===== src/rtl/tcal_pkg.sv =====
package tcal_pkg;

    localparam int ADDR_W = 8;
    localparam int DATA_W = 16;

    typedef enum logic [3:0] {
        ST_IDLE,
        ST_SETUP,
        ST_WAIT_SETUP,
        ST_TRIM_WR,
        ST_WAIT_SAMPLE,
        ST_MEAS_RD,
        ST_EVAL,
        ST_FINAL_TRIM,
        ST_FINAL_GATE,
        ST_REPORT
    } tcal_state_e;

    // register addresses used by the sequence
    localparam logic [ADDR_W-1:0] ADDR_BIAS = 8'h0f;
    localparam logic [ADDR_W-1:0] ADDR_MODE = 8'h17;
    localparam logic [ADDR_W-1:0] ADDR_GATE = 8'h18;
    localparam logic [ADDR_W-1:0] ADDR_TRIM = 8'h14;
    localparam logic [ADDR_W-1:0] ADDR_MEAS = 8'h19;

    // fixed values written during setup and at the end
    localparam logic [DATA_W-1:0] VAL_BIAS     = 16'hed10;
    localparam logic [DATA_W-1:0] VAL_MODE     = 16'h0034;
    localparam logic [DATA_W-1:0] VAL_GATE_CAL = 16'h0032;
    localparam logic [DATA_W-1:0] VAL_GATE_RUN = 16'h07ff;

endpackage


===== src/rtl/tcal_settle_timer.sv =====
module tcal_settle_timer #(
    parameter int CNT_W = 8
) (
    input  logic             clk,
    input  logic             rst_n,
    input  logic             load_i,
    input  logic [CNT_W-1:0] load_val_i,
    output logic             zero_o
);

    logic [CNT_W-1:0] cnt_q;

    always_ff @(posedge clk) begin
        if (!rst_n) begin
            cnt_q <= '0;
        end else if (load_i) begin
            cnt_q <= load_val_i;
        end else if (cnt_q != '0) begin
            cnt_q <= cnt_q - 1'b1;
        end
    end

    assign zero_o = (cnt_q == '0);

endmodule


===== src/rtl/tcal_err_eval.sv =====
module tcal_err_eval #(
    parameter int ADC_W  = 10,
    parameter int ERR_W  = 12,
    parameter int TARGET = 400
) (
    input  logic [ADC_W-1:0] sample_i,
    output logic [ERR_W-1:0] err_o,
    output logic             go_down_o
);

    localparam logic [ERR_W-1:0] TGT = ERR_W'(TARGET);

    logic [ERR_W-1:0] sample_ext;

    always_comb begin
        sample_ext = ERR_W'(sample_i);
        if (sample_ext >= TGT) begin
            go_down_o = 1'b1;
            err_o     = sample_ext - TGT;
        end else begin
            go_down_o = 1'b0;
            err_o     = TGT - sample_ext;
        end
    end

endmodule


===== src/rtl/trim_cal_ctrl.sv =====
module trim_cal_ctrl
    import tcal_pkg::*;
#(
    parameter int CODE_W         = 7,
    parameter int ADC_W          = 10,
    parameter int TICKS_PER_UNIT = 10000,
    parameter int SETUP_UNITS    = 20,
    parameter int SAMPLE_UNITS   = 15,
    parameter int TARGET         = 400,
    parameter int INIT_ERR       = 3000
) (
    input  logic              clk,
    input  logic              rst_n,
    input  logic              start_i,
    input  logic [DATA_W-1:0] upper_i,
    output logic              wr_en_o,
    output logic [ADDR_W-1:0] wr_addr_o,
    output logic [DATA_W-1:0] wr_data_o,
    output logic              rd_en_o,
    output logic [ADDR_W-1:0] rd_addr_o,
    input  logic [ADC_W-1:0]  rd_data_i,
    output logic              busy_o,
    output logic              done_o,
    output logic [CODE_W-1:0] best_code_o
);

    localparam int SETUP_CYC  = SETUP_UNITS * TICKS_PER_UNIT;
    localparam int SAMPLE_CYC = SAMPLE_UNITS * TICKS_PER_UNIT;
    localparam int MAX_CYC    = (SETUP_CYC > SAMPLE_CYC) ? SETUP_CYC : SAMPLE_CYC;
    localparam int CNT_W      = $clog2(MAX_CYC + 1);
    localparam int ERR_A      = $clog2(INIT_ERR + 1);
    localparam int ERR_B      = $clog2(TARGET + 1);
    localparam int ERR_AB     = (ERR_A > ERR_B) ? ERR_A : ERR_B;
    localparam int ERR_W      = (ERR_AB > ADC_W) ? ERR_AB : ADC_W;

    localparam logic [CODE_W-1:0] CODE_MID   = CODE_W'(1) << (CODE_W - 1);
    localparam logic [ERR_W-1:0]  ERR_START  = ERR_W'(INIT_ERR);
    localparam logic [CNT_W-1:0]  SETUP_LOAD = CNT_W'(SETUP_CYC - 1);
    localparam logic [CNT_W-1:0]  SAMP_LOAD  = CNT_W'(SAMPLE_CYC - 1);

    tcal_state_e       state_q, state_d;
    logic [1:0]        setup_idx_q;
    logic [CODE_W-1:0] step_q;
    logic [CODE_W-1:0] code_q;
    logic [CODE_W-1:0] best_q;
    logic [ERR_W-1:0]  berr_q;

    logic              tmr_load;
    logic [CNT_W-1:0]  tmr_val;
    logic              tmr_zero;
    logic [ERR_W-1:0]  meas_err;
    logic              meas_down;

    tcal_settle_timer #(
        .CNT_W(CNT_W)
    ) u_timer (
        .clk        (clk),
        .rst_n      (rst_n),
        .load_i     (tmr_load),
        .load_val_i (tmr_val),
        .zero_o     (tmr_zero)
    );

    tcal_err_eval #(
        .ADC_W  (ADC_W),
        .ERR_W  (ERR_W),
        .TARGET (TARGET)
    ) u_eval (
        .sample_i  (rd_data_i),
        .err_o     (meas_err),
        .go_down_o (meas_down)
    );

    // state register
    always_ff @(posedge clk) begin
        if (!rst_n) begin
            state_q <= ST_IDLE;
        end else begin
            state_q <= state_d;
        end
    end

    // next-state logic
    always_comb begin
        state_d = state_q;
        unique case (state_q)
            ST_IDLE:        if (start_i) state_d = ST_SETUP;
            ST_SETUP:       if (setup_idx_q == 2'd2) state_d = ST_WAIT_SETUP;
            ST_WAIT_SETUP:  if (tmr_zero) state_d = ST_TRIM_WR;
            ST_TRIM_WR:     state_d = ST_WAIT_SAMPLE;
            ST_WAIT_SAMPLE: if (tmr_zero) state_d = ST_MEAS_RD;
            ST_MEAS_RD:     state_d = ST_EVAL;
            ST_EVAL:        state_d = (step_q != '0) ? ST_TRIM_WR : ST_FINAL_TRIM;
            ST_FINAL_TRIM:  state_d = ST_FINAL_GATE;
            ST_FINAL_GATE:  state_d = ST_REPORT;
            ST_REPORT:      state_d = ST_IDLE;
            default:        state_d = ST_IDLE;
        endcase
    end

    // search datapath
    always_ff @(posedge clk) begin
        if (!rst_n) begin
            setup_idx_q <= 2'd0;
            step_q      <= CODE_MID;
            code_q      <= CODE_MID;
            best_q      <= CODE_MID;
            berr_q      <= ERR_START;
        end else begin
            unique case (state_q)
                ST_IDLE: begin
                    if (start_i) begin
                        setup_idx_q <= 2'd0;
                        step_q      <= CODE_MID;
                        code_q      <= CODE_MID;
                        best_q      <= CODE_MID;
                        berr_q      <= ERR_START;
                    end
                end
                ST_SETUP:   setup_idx_q <= setup_idx_q + 2'd1;
                ST_TRIM_WR: step_q <= step_q >> 1;
                ST_EVAL: begin
                    if (meas_err < berr_q) begin
                        berr_q <= meas_err;
                        best_q <= code_q;
                    end
                    code_q <= meas_down ? (code_q - step_q) : (code_q + step_q);
                end
                default: ;
            endcase
        end
    end

    // outputs
    always_comb begin
        wr_en_o   = 1'b0;
        wr_addr_o = '0;
        wr_data_o = '0;
        rd_en_o   = 1'b0;
        rd_addr_o = '0;
        done_o    = 1'b0;
        busy_o    = (state_q != ST_IDLE);
        tmr_load  = 1'b0;
        tmr_val   = '0;
        unique case (state_q)
            ST_SETUP: begin
                wr_en_o = 1'b1;
                unique case (setup_idx_q)
                    2'd0: begin wr_addr_o = ADDR_BIAS; wr_data_o = VAL_BIAS; end
                    2'd1: begin wr_addr_o = ADDR_MODE; wr_data_o = VAL_MODE; end
                    default: begin
                        wr_addr_o = ADDR_GATE;
                        wr_data_o = VAL_GATE_CAL;
                        tmr_load  = 1'b1;
                        tmr_val   = SETUP_LOAD;
                    end
                endcase
            end
            ST_TRIM_WR: begin
                wr_en_o   = 1'b1;
                wr_addr_o = ADDR_TRIM;
                wr_data_o = upper_i | DATA_W'(code_q);
                tmr_load  = 1'b1;
                tmr_val   = SAMP_LOAD;
            end
            ST_MEAS_RD: begin
                rd_en_o   = 1'b1;
                rd_addr_o = ADDR_MEAS;
            end
            ST_FINAL_TRIM: begin
                wr_en_o   = 1'b1;
                wr_addr_o = ADDR_TRIM;
                wr_data_o = upper_i | DATA_W'(best_q);
            end
            ST_FINAL_GATE: begin
                wr_en_o   = 1'b1;
                wr_addr_o = ADDR_GATE;
                wr_data_o = VAL_GATE_RUN;
            end
            ST_REPORT: done_o = 1'b1;
            default: ;
        endcase
    end

    assign best_code_o = best_q;

endmodule


===== config.mk =====
export PLATFORM = sky130hd
export DESIGN_NAME = trim_cal_ctrl
export DESIGN_NICKNAME = d
export VERILOG_FILES = /design/src/rtl/tcal_pkg.sv /design/src/rtl/tcal_settle_timer.sv /design/src/rtl/tcal_err_eval.sv /design/src/rtl/trim_cal_ctrl.sv
export SDC_FILE = /design/constraint.sdc
export NUM_CORES = 1
export LEC_CHECK = 0
export BUFFER_PORTS_ARGS = -buffer_cell sky130_fd_sc_hd__buf_2
export CAP_MARGIN = 20
export CORE_ASPECT_RATIO = 0.75
export CORE_MARGIN = 2
export CORE_UTILIZATION = 61
export CTS_CLUSTER_DIAMETER = 80
export DETAILED_ROUTE_END_ITERATION = 6
export GPL_ROUTABILITY_DRIVEN = 0
export GPL_TIMING_DRIVEN = 0
export PLACE_DENSITY_LB_ADDON = 0.15
export SYNTH_ARGS = -nofsm -noshare
export SYNTH_HDL_FRONTEND = slang
export SYNTH_HIERARCHICAL = 1
export SYNTH_SLANG_ARGS = --single-unit
export TNS_END_PERCENT = 20

===== constraint.sdc =====
create_clock -name clk -period 10.2 [get_ports clk]
set_clock_uncertainty 0.15 [all_clocks]
set_input_delay 1.53 -clock clk [delete_from_list [all_inputs] [get_ports clk]]
set_output_delay 1.53 -clock clk [all_outputs]
set_load 0.02 [all_outputs]

==> results.ini, run 1 <==
[routing]
routed_via_density = 5.893
drc = 0
drtAntennaViolNets = 0
firstDrtPassIters = 5
wire_per_inst_um = 15.12
vias = 4025
routed_wl_mm = 10.33
drt-initial-drc-count = 302

[logic_synthesis]
synth_compound_area_share_pct = 22.88
synth_cells = 512
synth_area_mm2 = 0.004041
yosys_warnings = 6
synth_edf_count = 0
ys_ff_latch = 57
synth_top_family_by_area = simple AND/OR/NAND/NOR gates
synthAdderAreaFrac_pct = 9.164
ys_types = 67
avgSynthCellArea_um2 = 7.893
ys.flop_type = dfxtp_1
synthSimpleGateAreaFrac_pct = 23.28
synth.area.mux_share_pct = 1.610
synth_seq_area_share_pct = 28.24
synthXorXnorAreaFrac_pct = 5.851
synthArstFlopShare_pct = 0

[sta]
period_minus_slack_ns = 4.829
rsz0062_at_grt = false
tns_ns = 0
final_max_slew_viol_count = 0
period_share_pct = 47.34
slew_headroom_pct = 44.78
max_freq_mhz = 207.1
finalHoldViolCount = 0
tightest_slew_ns = 0.8207
setup-violations-final = 0

[finish]
layout-drive-gt1-share_pct = 19.60
antennaDiodeCount = 0
layout_commonest_cell = buf_2
syn2layout_area_growth_pct = 17.00
postLayoutCellArea_mm2 = 0.004728
nFillCells = 517
layout_common_cells = buf_2 (66), dfxtp_1 (57), nand2_1 (49), nor2_1 (41), o21ai_0 (36)
num-nets-final = 655

[power_and_ir_drop]
sw_frac_of_total_pct = 35.56
report.power.total_uw = 825.2
power_density_mw_per_mm2 = 174.5
p_clk_share_pct = 29.5
internal_power_uw = 531.8
ir_drop_uv = 134.8
pwr-share-seq_pct = 34.3
p_comb_share_pct = 36.2
p_leak_nw = 2.151
p_sw_uw = 293.4

[clocking]
cts_root_buf = clkbuf_8
cts_tree = yes
cts-resized-gates = 0
numCtsBuffers = 9
post_cts_buffers = 0
cts_max_level = 3
clk_latency_ns = 0.35
clockBufferDepth = 2
clkTransAtPathRegs_ns = 0.07
clock-sinks = 57
cts_hold_buf = 0

[job]
maxCapViolCount = 0

[place]
port_buffers = 63
placed_area_mm2 = 0.004499
hpwlAfterDp_mm = 7.783

[worst_setup_path]
critPathMaxFanout = 10
critPathKind = in -> reg
cp.arrival_ns = 4.93
cp-end-kind = flop
crit_path_start_kind = input port
required_ns = 10.30

[grt]
grt_max_degree = 16
grtUsageTotal_pct = 28.48
busiest_layer = met2
grtUsageMet1_pct = 39.17
grt_pass1_wl_mm = 16.74
met2_usage_pct = 44.37
antenna_found_initial = 0
met3_usage_pct = 7.801
grt_pass1_vias = 3609
grt.overflow.total = 0

[die]
initial_utilization_pct = 63.65
die_h_um = 74.49
die_area_mm2 = 0.007299
die_w_um = 97.99
fp.coreArea_mm2 = 0.006350
rows = 25
io_pins = 72

[outcome]
status = complete, no violations

[worst_hold_path]
hold_path_class = reg -> reg

-- area by class of cell --
type	instances	area, um^2	area share, %
Buffer	37	222.7	4.710
Clock buffer	11	151.4	3.202
Clock inverter	5	77.57	1.641
Inverter	36	136.4	2.884
Multi-Input combinational cell	393	2582	54.62
Sequential cell	57	1141	24.13
Tap cell	81	101.3	2.143
Timing Repair Buffer	63	315.3	6.668
-- synth_stat cells (6+ instances only) --
library cell,instances,area share (%)
and2_1,9,1.4
xnor2_1,22,4.8
o21ai_0,36,4.5
a31oi_1,7,1.1
nand3_1,24,3.0
ha_1,28,8.7
buf_4,15,2.8
nor4_1,6,0.93
nand2b_1,7,1.1
nand2_1,49,4.6
dfxtp_1,57,28
nor2_1,41,3.8
clkbuf_1,15,1.4
nor3_1,14,1.7
and3_1,10,1.5
a32oi_1,8,1.7
a21oi_1,21,2.6
inv_1,34,3.2
a21boi_0,12,2.2
a32o_1,11,2.7
-- power groups by stage --
stage	sequential [mW]	clock, mW	combinational, mW
global placement	0.286	0	0.286
CTS	0.282	0.246	0.293
global route	0.287	0.255	0.332
detailed placement	0.287	0	0.291
finish	0.283	0.243	0.299
floorplan	0.281	0	0.231
-- critical path, cell delays in order --
cell	delay (ns)
buf_2	0.12
inv_1	0.11
ha_1	0.16
and4bb_2	0.30
nor2_1	0.08
and3_1	0.17
nor4_1	0.62
ha_1	0.38
o21ai_0	0.20
o211ai_2	0.14
o21a_1	0.23
and2_1	0.15
clkbuf_2	0.21
buf_2	0.24
a32o_1	0.27
-- state kept, by name (all words and copies together) (netlist names) --
register and count:
u_timer/cnt_q 18, best_code_o 7, berr_q 12, state_q 4, step_q 7, code_q 7, setup_idx_q 2
-- stage by stage --
step                      std cells  util, %  hold slack [ns]  worst slack, ns
after floorplan                 523        -           0.3104            5.627
after global placement          667    70.86           0.3223            5.231
after detailed placement        667    70.86           0.3321            5.126
after CTS                       683    74.46           0.3405            5.484
after global routing            683    74.46           0.3579            5.237
final                           683    74.46           0.3387            5.371
-- layer usage --
metal | wire (um) | vias to the layer above | share of wire (%)
li1 | - | 1969 | -
met1 | 4976 | 1877 | 48
met2 | 4405 | 168 | 43
met3 | 817 | 11 | 7.9
met4 | 129 | 0 | 1.2
met5 | 0 | - | 0
-- final timing paths --
path                                   start           endpoint  slack [ns]  depth (start not counted)
worst max-delay path            rd_data_i[5]          berr_q[6]        5.37                         15
worst min-delay path               berr_q[7]          berr_q[7]        0.34                          2
worst max register to register    state_q[1]  u_timer/cnt_q[17]        7.49                          8
worst min register to register     berr_q[7]          berr_q[7]        0.34                          2
-- logic make-up after synthesis --
group,count (synthesis)
fa+ha+maj,29
xor+xnor,27
flops,57
simple gates,186
buf+inv,73
compound gates,133
mux,6
other cells,1
Note: power is estimated with default switching activity, not from simulation.
==> inputs of run 2 (changes only) <==
- CORE_UTILIZATION: 61 -> 51
- clock period: 10.2 -> 4.2 ns (I/O delays scaled with it)
==> results.ini, run 2 (synthesis results as in run 1) <==
[worst_hold_path]
hold_path_class = reg -> reg

[worst_setup_path]
cp_num_buf_inv = 3  ; -1
cp_slowest_cell = nor4_1
slowest_delay_ns = 0.64  ; +0.02 ns
cp.arrival_ns = 4.02  ; -0.91 ns
path_cells = buf_2 -> inv_1 -> ha_1 -> and4bb_2 -> nor2_1 -> and3_1 -> nor4_1 -> ha_1 -> o21ai_0 -> o211ai_2 -> a2111oi_4 -> nand2_2 -> buf_6 -> a32o_1
crit_path_start_kind = input port
critPathMaxFanout = 10  ; unchanged
cp-end-kind = flop
required_ns = 4.28  ; -6.02 ns
critPathKind = in -> reg
cp_common_cell = ha_1
crit_family = simple AND/OR/NAND/NOR gates

[die]
die_w_um = 106.8  ; +9.0%
die_area_mm2 = 0.008660  ; +19%
fp.coreArea_mm2 = 0.007777  ; +22%
initial_utilization_pct = 51.96  ; -12 points
die_h_um = 81.09  ; +8.9%
rows = 28  ; +12%
io_pins = 72  ; unchanged

[clocking]
cts_tree = yes
cts_max_level = 3  ; unchanged
clk_latency_ns = 0.34  ; about the same
clkTransAtPathRegs_ns = 0.07  ; about the same
post_cts_buffers = 0  ; unchanged
cts-resized-gates = 0  ; unchanged
numCtsBuffers = 9  ; unchanged
cts_hold_buf = 0  ; unchanged
cts_root_buf = clkbuf_8
clock-sinks = 57  ; unchanged
clockBufferDepth = 2  ; unchanged

[place]
hpwlAfterDp_mm = 8.097  ; +4.0%
placedCellCount = 691  ; +3.6%
port_buffers = 63  ; unchanged
placed_area_mm2 = 0.004529  ; +0.67%

[grt]
antenna_found_initial = 0  ; unchanged
grt_pass1_wl_mm = 17.34  ; +3.6%
grt_pass1_vias = 3623  ; +0.39%
grt.overflow.total = 0  ; unchanged
grt_max_degree = 16  ; unchanged
grtUsageTotal_pct = 25.31  ; -3.2 points

[finish]
layout_commonest_cell = buf_2
seqCellArea_mm2 = 0.001141  ; unchanged
fin_cells = 706  ; +3.4%
layout-drive-gt1-share_pct = 19.47  ; -0.13 points
largest-register = u_timer/cnt_q
largest_reg_flops = 18  ; unchanged
antennaDiodeCount = 0  ; unchanged
nFillCells = 708  ; +37%
multi_input_area_mm2 = 0.002582  ; unchanged
reg.largest.list = u_timer/cnt_q (18), berr_q (12)
postLayoutCellArea_mm2 = 0.004747  ; +0.40%
layout_common_cells = buf_2 (66), dfxtp_1 (57), nand2_1 (49), nor2_1 (41), o21ai_0 (36)
syn2layout_area_growth_pct = 17.46
num-nets-final = 655  ; unchanged

[sta]
max_freq_mhz = 254.0
slew_headroom_pct = 43.14  ; -1.6 points
period_minus_slack_ns = 3.937
rsz0062_at_grt = false
setup-violations-final = 0  ; unchanged
tns_ns = 0  ; unchanged
finalHoldViolCount = 0  ; unchanged
period_share_pct = 93.73
tightest_slew_ns = 0.8452  ; +0.02442 ns
final_max_slew_viol_count = 0  ; unchanged

[power_and_ir_drop]
power_density_mw_per_mm2 = 419.3  ; +140%
ir_drop_uv = 360.3  ; +170%
p_leak_nw = 2.140  ; -0.51%

[routing]
firstDrtPassIters = 5  ; unchanged
drtAntennaViolNets = 0  ; unchanged
routed_via_density = 5.528  ; -6.2%
drt-initial-drc-count = 230  ; -24%
drc = 0  ; unchanged
routed_wl_mm = 10.67  ; +3.3%
wire_per_inst_um = 15.11  ; about the same
vias = 3903  ; -3.0%

[outcome]
status = complete, no violations

[job]
maxCapViolCount = 0  ; unchanged

run 2: changes by cell type in the layout (fill, tap and decap cells not counted), sizes merged:
cell / delta
clkinv: -1
clkbuf: -1
clkinvlp: +1
run 2: final timing paths:
check / from / to / slack (ns) / depth (start not counted)
max reg2reg: state_q[3] / u_timer/cnt_q[17] / 1.42 / 8
max: rd_data_i[5] / berr_q[6] / 0.26 / 14
min: berr_q[9] / berr_q[9] / 0.34 / 2
min reg2reg: berr_q[9] / berr_q[9] / 0.34 / 2
run 2: final cells by class:
| class | count | share of cell area (%) |
|---|---|---|
| inverter | 36 | 2.873 |
| buffer | 37 | 4.692 |
| clock inverter | 5 | 1.687 |
| sequential | 57 | 24.04 |
| multi-input combinational | 393 | 54.40 |
| clock buffer | 10 | 2.899 |
| tap | 105 | 2.768 |
| timing repair buffer | 63 | 6.642 |
run 2: metrics by stage:
stage / hold slack, ns / setup WS [ns] / total power [mW] / util (%)
after detailed placement: 0.3381 / -0.07685 / 1.415 / 58.24
after global routing: 0.3589 / 0.1077 / 2.117 / 61.04
after floorplan: 0.3104 / 0.5267 / 1.242 / -
final: 0.3433 / 0.2633 / 1.991 / 61.04
after global placement: 0.3195 / 0.08873 / 1.395 / 58.24
after CTS: 0.3483 / 0.2923 / 1.991 / 61.04
run 2: routing by layer:
layer / vias to the layer above / wire (um) / track usage, %
met2: 125 / 4591 / 40.06
met5: - / 0 / 0
li1: 1983 / - / -
met4: 0 / 84 / 7.143
met1: 1785 / 5237 / 35.02
met3: 10 / 756 / 5.457
run 2: power breakdown:
group | internal (mW) | switching, mW
combinational | 0.314 | 0.414
sequential | 0.614 | 0.0778
clock | 0.345 | 0.226
total | 1.27 | 0.718
run 2: worst reg2reg max path, stage by stage, from the launching register on:
cell and delay (ns):
dfxtp_1 0.34, clkbuf_1 0.22, nor3_1 0.38, nand2_1 0.20
nand2_1 0.35, buf_2 0.29, inv_1 0.15, clkbuf_1 0.26
a311oi_1 0.34
==> inputs of run 3 (changes only) <==
- BUFFER_PORTS_ARGS: -buffer_cell sky130_fd_sc_hd__buf_2 -> -buffer_cell sky130_fd_sc_hd__buf_4
- clock period: 4.2 -> 3.2 ns (I/O delays scaled with it)
==> results.ini, run 3 (synthesis results as in run 1) <==
[clocking]
cts_tree = yes
cts_max_level = 3  ; unchanged
cts_root_buf = clkbuf_8
clockBufferDepth = 2  ; unchanged
clkTransAtPathRegs_ns = 0.06  ; about the same
numCtsBuffers = 9  ; unchanged
clk_latency_ns = 0.34  ; about the same
clock-sinks = 57  ; unchanged

[die]
fp.coreArea_mm2 = 0.007777  ; unchanged
die_area_mm2 = 0.008660  ; unchanged
initial_utilization_pct = 51.96  ; unchanged
rows = 28  ; unchanged
io_pins = 72  ; unchanged
die_h_um = 81.09  ; unchanged
die_w_um = 106.8  ; unchanged

[routing]
routed_wl_mm = 11.40  ; +6.8%
routed_via_density = 5.563  ; +0.62%
wire_per_inst_um = 15.53  ; +2.8%
drc = 0  ; unchanged
drtAntennaViolNets = 0  ; unchanged
firstDrtPassIters = 5  ; unchanged
vias = 4083  ; +4.6%
drt-initial-drc-count = 206  ; -10%

[finish]
layout_commonest_cell = buf_4
syn2layout_area_growth_pct = 32.32
layout_common_cells = buf_4 (99), dfxtp_1 (57), nand2_1 (48), nor2_1 (38), o21ai_0 (36)
nFillCells = 619  ; -13%
largest-register = u_timer/cnt_q
largest_reg_flops = 18  ; unchanged
num-nets-final = 683  ; +4.3%
utilization_pct = 68.76  ; +7.7 points
layout-drive-gt1-share_pct = 26.39  ; +6.9 points
reg.largest.list = u_timer/cnt_q (18), berr_q (12)
antennaDiodeCount = 0  ; unchanged
postLayoutCellArea_mm2 = 0.005348  ; +13%

[outcome]
violations = negative setup slack
status = finished, violations left

[grt]
grt_max_degree = 15  ; -1
antenna_found_initial = 0  ; unchanged
grt_pass1_vias = 3741  ; +3.3%
grtUsageTotal_pct = 25.93  ; +0.63 points
grt.overflow.total = 0  ; unchanged
grt_pass1_wl_mm = 17.84  ; +2.9%

[power_and_ir_drop]
p_leak_nw = 2.360  ; +10%
ir_drop_uv = 436.2  ; +21%
report.power.total_mw = 2.729  ; +37%
power_density_mw_per_mm2 = 510.4  ; +22%

[sta]
max_freq_mhz = 302.0
final_max_slew_viol_count = 0  ; unchanged
rsz0062_at_grt = true
holdWs_ns = 0.3248  ; -0.01854 ns
period_share_pct = 103.5
tightest_slew_ns = 0.5652  ; -0.2800 ns
period_minus_slack_ns = 3.311
slew_headroom_pct = 62.32  ; +19 points
final.setup.worst_slack_ns = -0.1112  ; -0.3745 ns
finalHoldViolCount = 0  ; unchanged
setup-violations-final = 19  ; +19

[worst_setup_path]
path_cells = buf_8 -> inv_4 -> ha_4 -> and4bb_2 -> o31a_1 -> buf_6 -> mux2i_4 -> xnor2_2 -> ha_1 -> nand2_2 -> or4_4 -> a21bo_4 -> buf_12 -> a32o_1
required_ns = 3.27  ; -1.01 ns
slowest_delay_ns = 0.50  ; -0.14 ns
cp-end-kind = flop
critPathKind = in -> reg
cp_slowest_cell = or4_4
crit_path_start_kind = input port
critPathMaxFanout = 5  ; -5
cp.arrival_ns = 3.38  ; -0.64 ns

[place]
hpwlAfterDp_mm = 7.880  ; -2.7%
placed_area_mm2 = 0.004707  ; +3.9%
pre_cts_slack_ns = -0.7438  ; -0.6670 ns
port_buffers = 63  ; unchanged

[worst_hold_path]
hold_path_class = in -> reg

[job]
maxCapViolCount = 0  ; unchanged

-- run 3: power by group --
group	total (mW)	leakage [nW]	internal, mW	switching (mW)
logic	1.05	1.79	0.491	0.560
registers	0.906	0.463	0.806	0.101
clock network	0.772	0.112	0.478	0.294
-- run 3: per-stage QoR --
stage               cells  TNS, ns
floorplan             523   -3.004
global placement      691   -11.16
detailed placement    691   -12.00
CTS                   727  -0.3381
global route          734   -3.203
finish                734   -1.201
-- run 3: cell type report --
cell class | count | area [um^2] | area share [%]
inverter | 36 | 146.4 | 2.737
clock inverter | 4 | 76.32 | 1.427
tap | 105 | 131.4 | 2.457
timing repair buffer | 93 | 777.0 | 14.53
clock buffer | 11 | 151.4 | 2.831
sequential | 57 | 1141 | 21.34
buffer | 34 | 211.5 | 3.954
multi-input combinational | 394 | 2713 | 50.73
-- run 3: worst max-delay path: cells and delay by family --
kind	cells	cell delay (ns)
AOI/OAI and AO/OA	3	0.84
and+or+nand+nor	3	0.81
adders and majority gates	2	0.47
buffers and inverters	4	0.41
muxes	1	0.20
xor gates and xnor gates	1	0.16
-- run 3: per-layer routing --
layer	GRT usage, %	share of wire [%]	vias to the layer above
li1	-	-	2032
met1	35.11	47	1897
met2	42.10	44	139
met3	6.260	7.4	15
met4	6.104	1.2	0
met5	0	0	-
-- run 3: path summary, 6_finish.rpt --
check / start / endpoint / slack (ns) / cells past startpoint
setup / recovery: rd_data_i[0] / berr_q[2] / -0.11 / 14
hold / removal: start_i / step_q[6] / 0.32 / 3
setup reg to reg: state_q[1] / u_timer/cnt_q[17] / 0.37 / 8
hold reg to reg: berr_q[9] / berr_q[9] / 0.34 / 2
-- run 3: what timing repair did --
action	4_1_cts	5_1_grt
setup buffers	21	7
gates resized for setup	19	19
hold buffers	0	0
endpoints found under the setup margin	19	20
pin swaps	13	23
gates cloned	3	0
